### config.mk
export PLATFORM = sky130hd
export DESIGN_NAME = cmd_port_decoder
export DESIGN_NICKNAME = d
export VERILOG_FILES = /design/src/rtl/cpd_pkg.sv /design/src/rtl/cpd_regfile.sv /design/src/rtl/cpd_addr_code.sv /design/src/rtl/cpd_target.sv /design/src/rtl/cmd_port_decoder.sv
export SDC_FILE = /design/constraint.sdc
export NUM_CORES = 1
export LEC_CHECK = 0
export BUFFER_PORTS_ARGS = -buffer_cell sky130_fd_sc_hd__buf_2
export CELL_PAD_IN_SITES_DETAIL_PLACEMENT = 1
export CELL_PAD_IN_SITES_GLOBAL_PLACEMENT = 1
export CORE_MARGIN = 3
export CORE_UTILIZATION = 39
export DETAILED_ROUTE_END_ITERATION = 8
export GPL_TIMING_DRIVEN = 0
export PLACE_DENSITY = 0.87
export SETUP_SLACK_MARGIN = 0.1
export SYNTH_ARGS = -nofsm -noshare
export SYNTH_HDL_FRONTEND = slang
export SYNTH_SLANG_ARGS = --single-unit
### constraint.sdc
create_clock -name clk -period 2.6 [get_ports clk]
set_input_delay 0.13 -clock clk [delete_from_list [all_inputs] [get_ports clk]]
set_output_delay 0.13 -clock clk [all_outputs]
set_load 0.01 [all_outputs]
### src/rtl/cpd_pkg.sv
package cpd_pkg;
  typedef enum logic [1:0] {
    TGT_NONE  = 2'd0,
    TGT_VRAM  = 2'd1,
    TGT_CRAM  = 2'd2,
    TGT_VSRAM = 2'd3
  } tgt_e;

  typedef enum logic [1:0] {
    XFER_BUS  = 2'd0,
    XFER_RSVD = 2'd1,
    XFER_FILL = 2'd2,
    XFER_COPY = 2'd3
  } xfer_e;

  localparam int CMD_W  = 16;
  localparam int NUM_W  = 5;
  localparam int CODE_W = 6;
endpackage

### src/rtl/cpd_regfile.sv
module cpd_regfile
  import cpd_pkg::*;
#(
  parameter int REG_W      = 8,
  parameter int NUM_REGS   = 24,
  parameter int LOCK_FROM  = 11,
  parameter int MODE_IDX   = 1,
  parameter int UNLOCK_BIT = 2
) (
  input  logic                      clk,
  input  logic                      rst_n,
  input  logic                      wr_req,
  input  logic [NUM_W-1:0]          wr_num,
  input  logic [REG_W-1:0]          wr_val,
  output logic                      wr_acc,
  output logic [NUM_REGS*REG_W-1:0] regs_flat
);
  logic unlocked;

  assign unlocked = regs_flat[MODE_IDX*REG_W + UNLOCK_BIT];
  assign wr_acc   = wr_req && ((wr_num < NUM_W'(LOCK_FROM)) || unlocked);

  for (genvar i = 0; i < NUM_REGS; i++) begin : g_entry
    logic [REG_W-1:0] entry_q;
    always_ff @(posedge clk) begin
      if (!rst_n) begin
        entry_q <= '0;
      end else if (wr_acc && (wr_num == NUM_W'(i))) begin
        entry_q <= wr_val;
      end
    end
    assign regs_flat[i*REG_W +: REG_W] = entry_q;
  end
endmodule

### src/rtl/cpd_addr_code.sv
module cpd_addr_code
  import cpd_pkg::*;
#(
  parameter int ADDR_W = 16,
  parameter int REG_W  = 8
) (
  input  logic              clk,
  input  logic              rst_n,
  input  logic              cmd_v,
  input  logic [CMD_W-1:0]  cmd_d,
  input  logic              data_wr,
  input  logic              data_rd,
  input  logic              stat_rd,
  input  logic [REG_W-1:0]  step,
  input  logic              xfer_en,
  input  logic [1:0]        xfer_sel,
  output logic              reg_req,
  output logic [NUM_W-1:0]  reg_num,
  output logic [REG_W-1:0]  reg_val,
  output logic [ADDR_W-1:0] addr_q,
  output logic [CODE_W-1:0] code_q,
  output logic              pend_q,
  output logic              armed_q,
  output logic              start_q,
  output logic [1:0]        kind_q
);
  localparam int LOW_W = 14;
  localparam int HI_W  = ADDR_W - LOW_W;

  logic [HI_W-1:0] hi_q;
  logic first_w, second_w, port_acc, xfer_go;

  assign first_w  = cmd_v && !pend_q;
  assign second_w = cmd_v && pend_q;
  assign port_acc = data_wr || data_rd || stat_rd;
  assign reg_req  = first_w && (cmd_d[15:14] == 2'b10);
  assign reg_num  = cmd_d[8 +: NUM_W];
  assign reg_val  = cmd_d[REG_W-1:0];
  assign xfer_go  = second_w && cmd_d[7] && xfer_en;

  always_ff @(posedge clk) begin
    if (!rst_n) begin
      addr_q  <= '0;
      hi_q    <= '0;
      code_q  <= '0;
      pend_q  <= 1'b0;
      armed_q <= 1'b0;
      start_q <= 1'b0;
      kind_q  <= XFER_BUS;
    end else begin
      start_q <= 1'b0;
      if (first_w) begin
        addr_q      <= {hi_q, cmd_d[LOW_W-1:0]};
        code_q[1:0] <= cmd_d[15:14];
        if (!reg_req) pend_q <= 1'b1;
      end else if (second_w) begin
        pend_q                  <= 1'b0;
        hi_q                    <= cmd_d[HI_W-1:0];
        addr_q[ADDR_W-1:LOW_W]  <= cmd_d[HI_W-1:0];
        code_q[CODE_W-1:2]      <= cmd_d[7:4];
        if (xfer_go) begin
          case (xfer_sel)
            2'b10:   armed_q <= 1'b1;
            2'b11: begin
              start_q <= 1'b1;
              kind_q  <= XFER_COPY;
            end
            default: begin
              start_q <= 1'b1;
              kind_q  <= XFER_BUS;
            end
          endcase
        end
      end else if (port_acc) begin
        pend_q <= 1'b0;
        if (data_wr || data_rd) addr_q <= addr_q + ADDR_W'(step);
        if (data_wr && armed_q) begin
          armed_q <= 1'b0;
          start_q <= 1'b1;
          kind_q  <= XFER_FILL;
        end
      end
    end
  end
endmodule

### src/rtl/cpd_target.sv
module cpd_target
  import cpd_pkg::*;
(
  input  logic [3:0] sel,
  output logic [1:0] wr_tgt,
  output logic [1:0] rd_tgt
);
  tgt_e w, r;

  always_comb begin
    case (sel)
      4'd1:    w = TGT_VRAM;
      4'd3:    w = TGT_CRAM;
      4'd5:    w = TGT_VSRAM;
      default: w = TGT_NONE;
    endcase
    case (sel)
      4'd0:    r = TGT_VRAM;
      4'd8:    r = TGT_CRAM;
      4'd4:    r = TGT_VSRAM;
      default: r = TGT_NONE;
    endcase
  end

  assign wr_tgt = w;
  assign rd_tgt = r;
endmodule

### src/rtl/cmd_port_decoder.sv
module cmd_port_decoder
  import cpd_pkg::*;
#(
  parameter int ADDR_W     = 16,
  parameter int REG_W      = 8,
  parameter int NUM_REGS   = 24,
  parameter int LOCK_FROM  = 11,
  parameter int MODE_IDX   = 1,
  parameter int STEP_IDX   = 15,
  parameter int XSEL_IDX   = 23,
  parameter int UNLOCK_BIT = 2,
  parameter int XEN_BIT    = 4
) (
  input  logic                      clk,
  input  logic                      rst_n,
  input  logic                      cmd_valid,
  output logic                      cmd_ready,
  input  logic [15:0]               cmd_data,
  input  logic                      data_wr,
  input  logic                      data_rd,
  input  logic                      stat_rd,
  output logic                      reg_wr_valid,
  output logic [4:0]                reg_wr_num,
  output logic [REG_W-1:0]          reg_wr_val,
  output logic [NUM_REGS*REG_W-1:0] cfg_regs,
  output logic [ADDR_W-1:0]         addr,
  output logic [5:0]                code,
  output logic                      pending,
  output logic                      fill_armed,
  output logic [1:0]                wr_target,
  output logic [1:0]                rd_target,
  output logic                      dma_start,
  output logic [1:0]                dma_kind
);
  logic             rq, acc;
  logic [4:0]       rnum;
  logic [REG_W-1:0] rval;
  logic [REG_W-1:0] step;
  logic             xen;
  logic [1:0]       xsel;

  assign cmd_ready = 1'b1;
  assign step = cfg_regs[STEP_IDX*REG_W +: REG_W];
  assign xen  = cfg_regs[MODE_IDX*REG_W + XEN_BIT];
  assign xsel = cfg_regs[XSEL_IDX*REG_W + REG_W - 2 +: 2];

  cpd_addr_code #(.ADDR_W(ADDR_W), .REG_W(REG_W)) u_ac (
    .clk(clk), .rst_n(rst_n), .cmd_v(cmd_valid), .cmd_d(cmd_data),
    .data_wr(data_wr), .data_rd(data_rd), .stat_rd(stat_rd),
    .step(step), .xfer_en(xen), .xfer_sel(xsel),
    .reg_req(rq), .reg_num(rnum), .reg_val(rval),
    .addr_q(addr), .code_q(code), .pend_q(pending), .armed_q(fill_armed),
    .start_q(dma_start), .kind_q(dma_kind)
  );

  cpd_regfile #(
    .REG_W(REG_W), .NUM_REGS(NUM_REGS), .LOCK_FROM(LOCK_FROM),
    .MODE_IDX(MODE_IDX), .UNLOCK_BIT(UNLOCK_BIT)
  ) u_rf (
    .clk(clk), .rst_n(rst_n), .wr_req(rq), .wr_num(rnum), .wr_val(rval),
    .wr_acc(acc), .regs_flat(cfg_regs)
  );

  cpd_target u_tg (.sel(code[3:0]), .wr_tgt(wr_target), .rd_tgt(rd_target));

  always_ff @(posedge clk) begin
    if (!rst_n) begin
      reg_wr_valid <= 1'b0;
      reg_wr_num   <= '0;
      reg_wr_val   <= '0;
    end else begin
      reg_wr_valid <= acc;
      if (acc) begin
        reg_wr_num <= rnum;
        reg_wr_val <= rval;
      end
    end
  end
endmodule

# Yosys cells after proc, flatten, opt, wreduce, memory -nomap -nowiden
# Index checks and enable logic that the tools add are counted.
word_totals:
  regBits: 235
  input_bits: 22
  output_inout_bits: 238
  wordCells: 152
classes:
  n_addsub: 1
  n_lt_le_gt_ge: 1
  eq_ne: 36
  muxes: 26
  bitwise_logic: 2
  reduce_logical: 50
op_table:
  columns: ["cell", "count"]
  rows:
  - ["$mux 16", 3]
  - ["$eq 5x4->1 const B", 8]
  - ["$eq 5x5->1 const B", 8]
  - ["$logic_and 1x1->1", 31]
  - ["$eq 5x3->1 const B", 4]
  - ["$add 16x8->16", 1]
  - ["$mux 1", 14]
  - ["$mux 14", 1]
  - ["$pmux 2 s3", 2]
  - ["$eq 5x2->1 const B", 2]
  - ["$mux 2", 5]
  - ["$reduce_and 5->1", 2]
  - ["$eq 4x3->1 const B", 2]
  - ["$ne 2x2->1 const B", 4]
  - ["$reduce_bool 2->1", 4]
  - ["$eq 2x2->1 const B", 3]
  - ["$reduce_and 2->1", 3]
  - ["$reduce_bool 3->1", 2]
  - ["$eq 5x1->1 const B", 1]
  - ["$logic_not 5->1", 1]
  - ["$lt 5x4->1 const B", 1]
  - ["$eq 4x1->1 const B", 1]
  - ["$eq 4x2->1 const B", 1]
  - ["$eq 4x4->1 const B", 1]
  - ["other kinds (8)", 11]

# Logic depth before layout (Yosys ltp)
logic_depth:
  word_depth: 5
  depth_mapped: 7
  ltp_nobuf: 7

# Cells and area by module
# A second synthesis with hierarchy kept.
hier_totals:
  cells_unflattened: 977
  hier_area_um2: 9741.8
modules_own_cells:
  columns: ["module", "instances", "cells_per_inst", "area_per_inst_um2", "seq_area_each_um2"]
  rows:
  - ["cpd_regfile", 1, 677, 7151.9, 3843.7]
  - ["cpd_addr_code", 1, 248, 1996.9, 580.6]
  - ["cmd_port_decoder", 1, 46, 545.5, 280.3]
  - ["cpd_target", 1, 6, 47.5, 0.0]

# Worst setup path before layout
# No wires, ideal clock.
synth_path:
  path_type: "reg2reg"
  from: "reg u_rf.g_entry[15].entry_q[0]"
  to: "reg u_ac.addr_q[12]"
  setup_ns: 0.117
  arrival_ns: 1.940
  required_time_ns: 2.483
  path_slack_ns: 0.543
  stages_incl_launch_ff: 8
  n_path_buf: 0
  period_less_slack_ns: 2.057
  path_cell_list: "dfxtp_1 -> ha_1 -> fa_1 -> a211oi_1 -> o21bai_1 -> o211ai_1 -> mux2i_1 -> nand2_1"
synth_between:
  elab_chain_cells: 5
synth_lines:
  columns: ["item", "line", "source"]
  rows:
  - ["from (decl)", "cpd_regfile.sv:24", "logic [REG_W-1:0] entry_q;"]
  - ["from (signal assigned)", "cpd_regfile.sv:29", "entry_q <= wr_val;"]
  - ["$add 16x8->16", "cpd_addr_code.sv:76", "if (data_wr || data_rd) addr_q <= addr_q + ADDR_W'(step);"]
  - ["$mux 16", "cpd_addr_code.sv:76", null]
  - ["$mux 16", "cpd_addr_code.sv:74", "end else if (port_acc) begin"]
  - ["$mux 14", "cpd_addr_code.sv:56", "end else if (second_w) begin"]
  - ["$mux 16", "cpd_addr_code.sv:52", "if (first_w) begin"]
  - ["to (signal assigned)", "cpd_addr_code.sv:53", "addr_q <= {hi_q, cmd_d[LOW_W-1:0]};"]
  - ["to (signal, indexed assignment)", "cpd_addr_code.sv:59", "addr_q[ADDR_W-1:LOW_W] <= cmd_d[HI_W-1:0];"]
  - ["to (signal assigned)", "cpd_addr_code.sv:76", null]
  - ["to (decl)", "cpd_addr_code.sv:20", "output logic [ADDR_W-1:0] addr_q,"]
# No other way between the ends. The select of a mux whose other input is x is not followed.
# A chain may end at the register's enable or synchronous reset.

# Final worst setup path
layout_path:
  from: "reg u_rf.g_entry[15].entry_q[2]"
  to: "reg u_ac.addr_q[9]"
# Same word-level chain as after synthesis.

==> results.txt <==
largest net degree at the start of global routing -> 14
proportion of layout cells with a drive suffix above 1 -> 0.2671
Slowest cell on crit path -> ha_1
GPL Wtd Cong -> 0.9058
Reg area -> 4705 um^2
crit path cell chain -> ha_1, o211ai_1, nor3_1, o21ai_1, o311a_1, or3_1
fin crit share -> 0.8841
crit-path leading delay family -> simple AND/OR/NAND/NOR gates
combinational fraction of design power -> 0.058
multi-input logic area -> 4393 um^2
RSZ-0062 raised after global routing -> no
CTS Buf Count -> 26
Final ANT Viol Nets -> 0
Yosys cell types -> 65
DR vias/cell -> 5.196
# H-tree levels -> 1
TNS Setup -> 0 ns
Power per Cell Area -> 664.3 nW/um^2
post-route minimum period -> 2.299 ns
Post-DP HPWL -> 24600 um
critical path endpoint category -> flop
Nets -> 1300
Final Skew -> 0.01703 ns
Initial Utilization -> 0.3985
num rows -> 56
number of remaining DRC errors -> 0
P_leak -> 0.005572 uW
Worst slew margin -> 0.3839
die width -> 161.3 um
Req. time, crit path -> 3.02 ns
CTS tree -> built
register bit total from synthesis -> 235
drt first pass iters -> 5
vias -> 8360
Post-Place Worst Slack -> 0.2521 ns
max incr delay on CP -> 0.41 ns
Core Region -> 23610 um^2
IO Pins -> 260
share of power burned in registers -> 0.457
status -> completed
biggest fanout along the worst timing path -> 5
switching power -> 1919 uW
Hold/Removal Path Class -> in2reg
sw frac -> 0.2395
Buf+Inv Stages, Crit Path -> 0
GRT Total Usage -> 0.2537
die height -> 161.3 um
Port-buffer cells -> 250
final core occ -> 0.5109
initial antenna violation count -> 1
total congestion overflow -> 0
Final Worst Setup Slack -> 0.3014 ns
VDD IR max -> 0.5026 mV
mapped cell area -> 9410 um^2
Least-Margin Pin Slew -> 0.9242 ns
Reg clk slew, reported paths -> 0.07 ns
number of max-cap violations -> 0
WL/cell -> 21.39 um
ys async rst share -> 0
dpl cells -> 1551
Setup CP Type -> reg2reg
Arrival @ worst endpoint -> 2.72 ns
Fmax -> 435.0 MHz
Clk pwr share -> 0.485
Max clock buf depth -> 3
cell count after synthesis -> 982
Fillers -> 2770
Setup violations, final -> 0
clk_lat worst skew -> 0.54 ns
Mean Syn Cell Area -> 9.583 um^2
Final Hold Vio Count -> 0
Max Transition Viols Final -> 0
vias in the first global route -> 8729
CTS Sinks -> 235
Die ar. -> 26030 um^2
post-route total power -> 8014 uW
clock root buffer -> clkbuf_16
YS warnings -> 0
drt total wl -> 34420 um
Int Power -> 6095 uW
Main synth FF type -> dfxtp_1
Worst setup SP type -> flop
post-synthesis sequential area ratio -> 0.4999
first-pass GRT wire length -> 51420 um
Net Count, Synth -> 1013
Cell Count, Final, Fillers Out -> 1609
Starting DRT DRC Count -> 506
P&R area growth vs syn -> 28.20%
EDFF count, synth -> 0
[through the flow]
step           hold slack (ns)  area (um^2)
2_1_floorplan           0.2660         9410
3_3_place_gp            0.4075        11060
3_5_place_dp            0.4128        11060
4_1_cts                0.02008        12050
5_1_grt                0.06478        12060
6_report               0.03469        12060
[per-layer routing]
metal	track usage	routed length (um)	vias to the layer above
met5	0	0	-
met4	0.09464	1362	0
met3	0.06514	2651	77
met2	0.4426	16590	292
met1	0.3004	13820	4097
li1	-	-	3894
[worst reg2reg max path, cell delays in order, from the launching register on]
cell and delay [ns]:
dfxtp_1 0.36, ha_1 0.41, o211ai_1 0.15, nor3_1 0.41, o21ai_1 0.19, o311a_1 0.32
or3_1 0.34
[final cells by class]
cell class                 instances  share of cell area
clock buffer                      33             0.05860
tap                              319             0.03308
sequential                       235              0.3900
clock inverter                    14             0.01597
multi-input combinational        670              0.3641
timing repair buffer             259              0.1112
inverter                           3           0.0009334
antenna                            2           0.0004149
buffer                            74             0.02572
[state kept, by name (all words and copies together) (netlist names)]
name and count:
u_rf.g_entry.entry_q 192, reg_wr_val 8, u_ac.code_q 6, reg_wr_num 5
reg_wr_valid 1, u_ac.armed_q 1, u_ac.start_q 1, u_ac.pend_q 1
u_ac.hi_q 2, u_ac.kind_q 2, u_ac.addr_q 16
[synthesized netlist by cell type (all sizes together), types with 3 or more instances]
cell type,number,share of area
a22oi,3,0.0024
xnor2,4,0.0037
ha,8,0.011
xor2,5,0.0047
o21ai,17,0.0094
buf,22,0.012
or3,4,0.0032
or2,3,0.0020
mux2i,177,0.19
a21oi,54,0.029
dfxtp,235,0.50
nand2b,4,0.0027
nor3,9,0.0048
and2,4,0.0027
clkbuf,52,0.021
nand2,94,0.037
nor3b,4,0.0048
inv,3,0.0012
and3,4,0.0027
a31oi,3,0.0020
nand3,16,0.010
o211ai,8,0.0064
a211oi,4,0.0032
a21o,3,0.0024
nand3b,4,0.0049
nor2,208,0.098
[layout by cell type, fill, tap and decap left out, types with 8 or more instances in the layout]
cell and count:
a21oi_1 54, buf_2 261, clkbuf_1 56, clkbuf_16 26, dfxtp_1 235, dlygate4sd3_1 9
ha_1 8, mux2i_1 177, nand2_1 94, nand3_1 14, nor2_1 193, nor2_4 9
nor3_1 9, o211ai_1 8, o21ai_0 14
[power groups by stage]
stage / registers, uW / clock network, uW / logic [uW]
after global placement: 3740 / 0 / 436
after CTS: 3660 / 3940 / 460
after global routing: 3670 / 4110 / 496
after detailed placement: 3740 / 0 / 448
final: 3670 / 3890 / 461
after floorplan: 3750 / 0 / 241
[cell families after synthesis]
group / synth area share
muxes: 0.1907
AOI/OAI and AO/OA: 0.06941
and+or+nand+nor: 0.1843
DFF: 0.4999
other: 0.0003985
buffers and inverters: 0.03417
adders and majority gates: 0.01276
xor gates and xnor gates: 0.008376
[path summary, 6_finish.rpt]
kind | startpoint | endpoint | slack (ns) | cells past startpoint
worst min register to register | u_rf.g_entry[21].entry_q[1] | u_rf.g_entry[21].entry_q[1] | 0.45 | 2
worst max-delay path | u_rf.g_entry[15].entry_q[2] | u_ac.addr_q[9] | 0.30 | 6
worst min-delay path | cmd_data[10] | reg_wr_num[2] | 0.03 | 3
worst max register to register | u_rf.g_entry[15].entry_q[2] | u_ac.addr_q[9] | 0.30 | 6
[what timing repair did]
| item | 4_1_cts | 5_1_grt |
|---|---|---|
| endpoints found under the setup margin | 0 | 3 |
| hold endpoints to repair | 7 | 0 |
| buffers inserted | 0 | 0 |
| gates resized for setup | 0 | 2 |
| hold buffers | 9 | 0 |
Power figures use the tool's default switching activity.
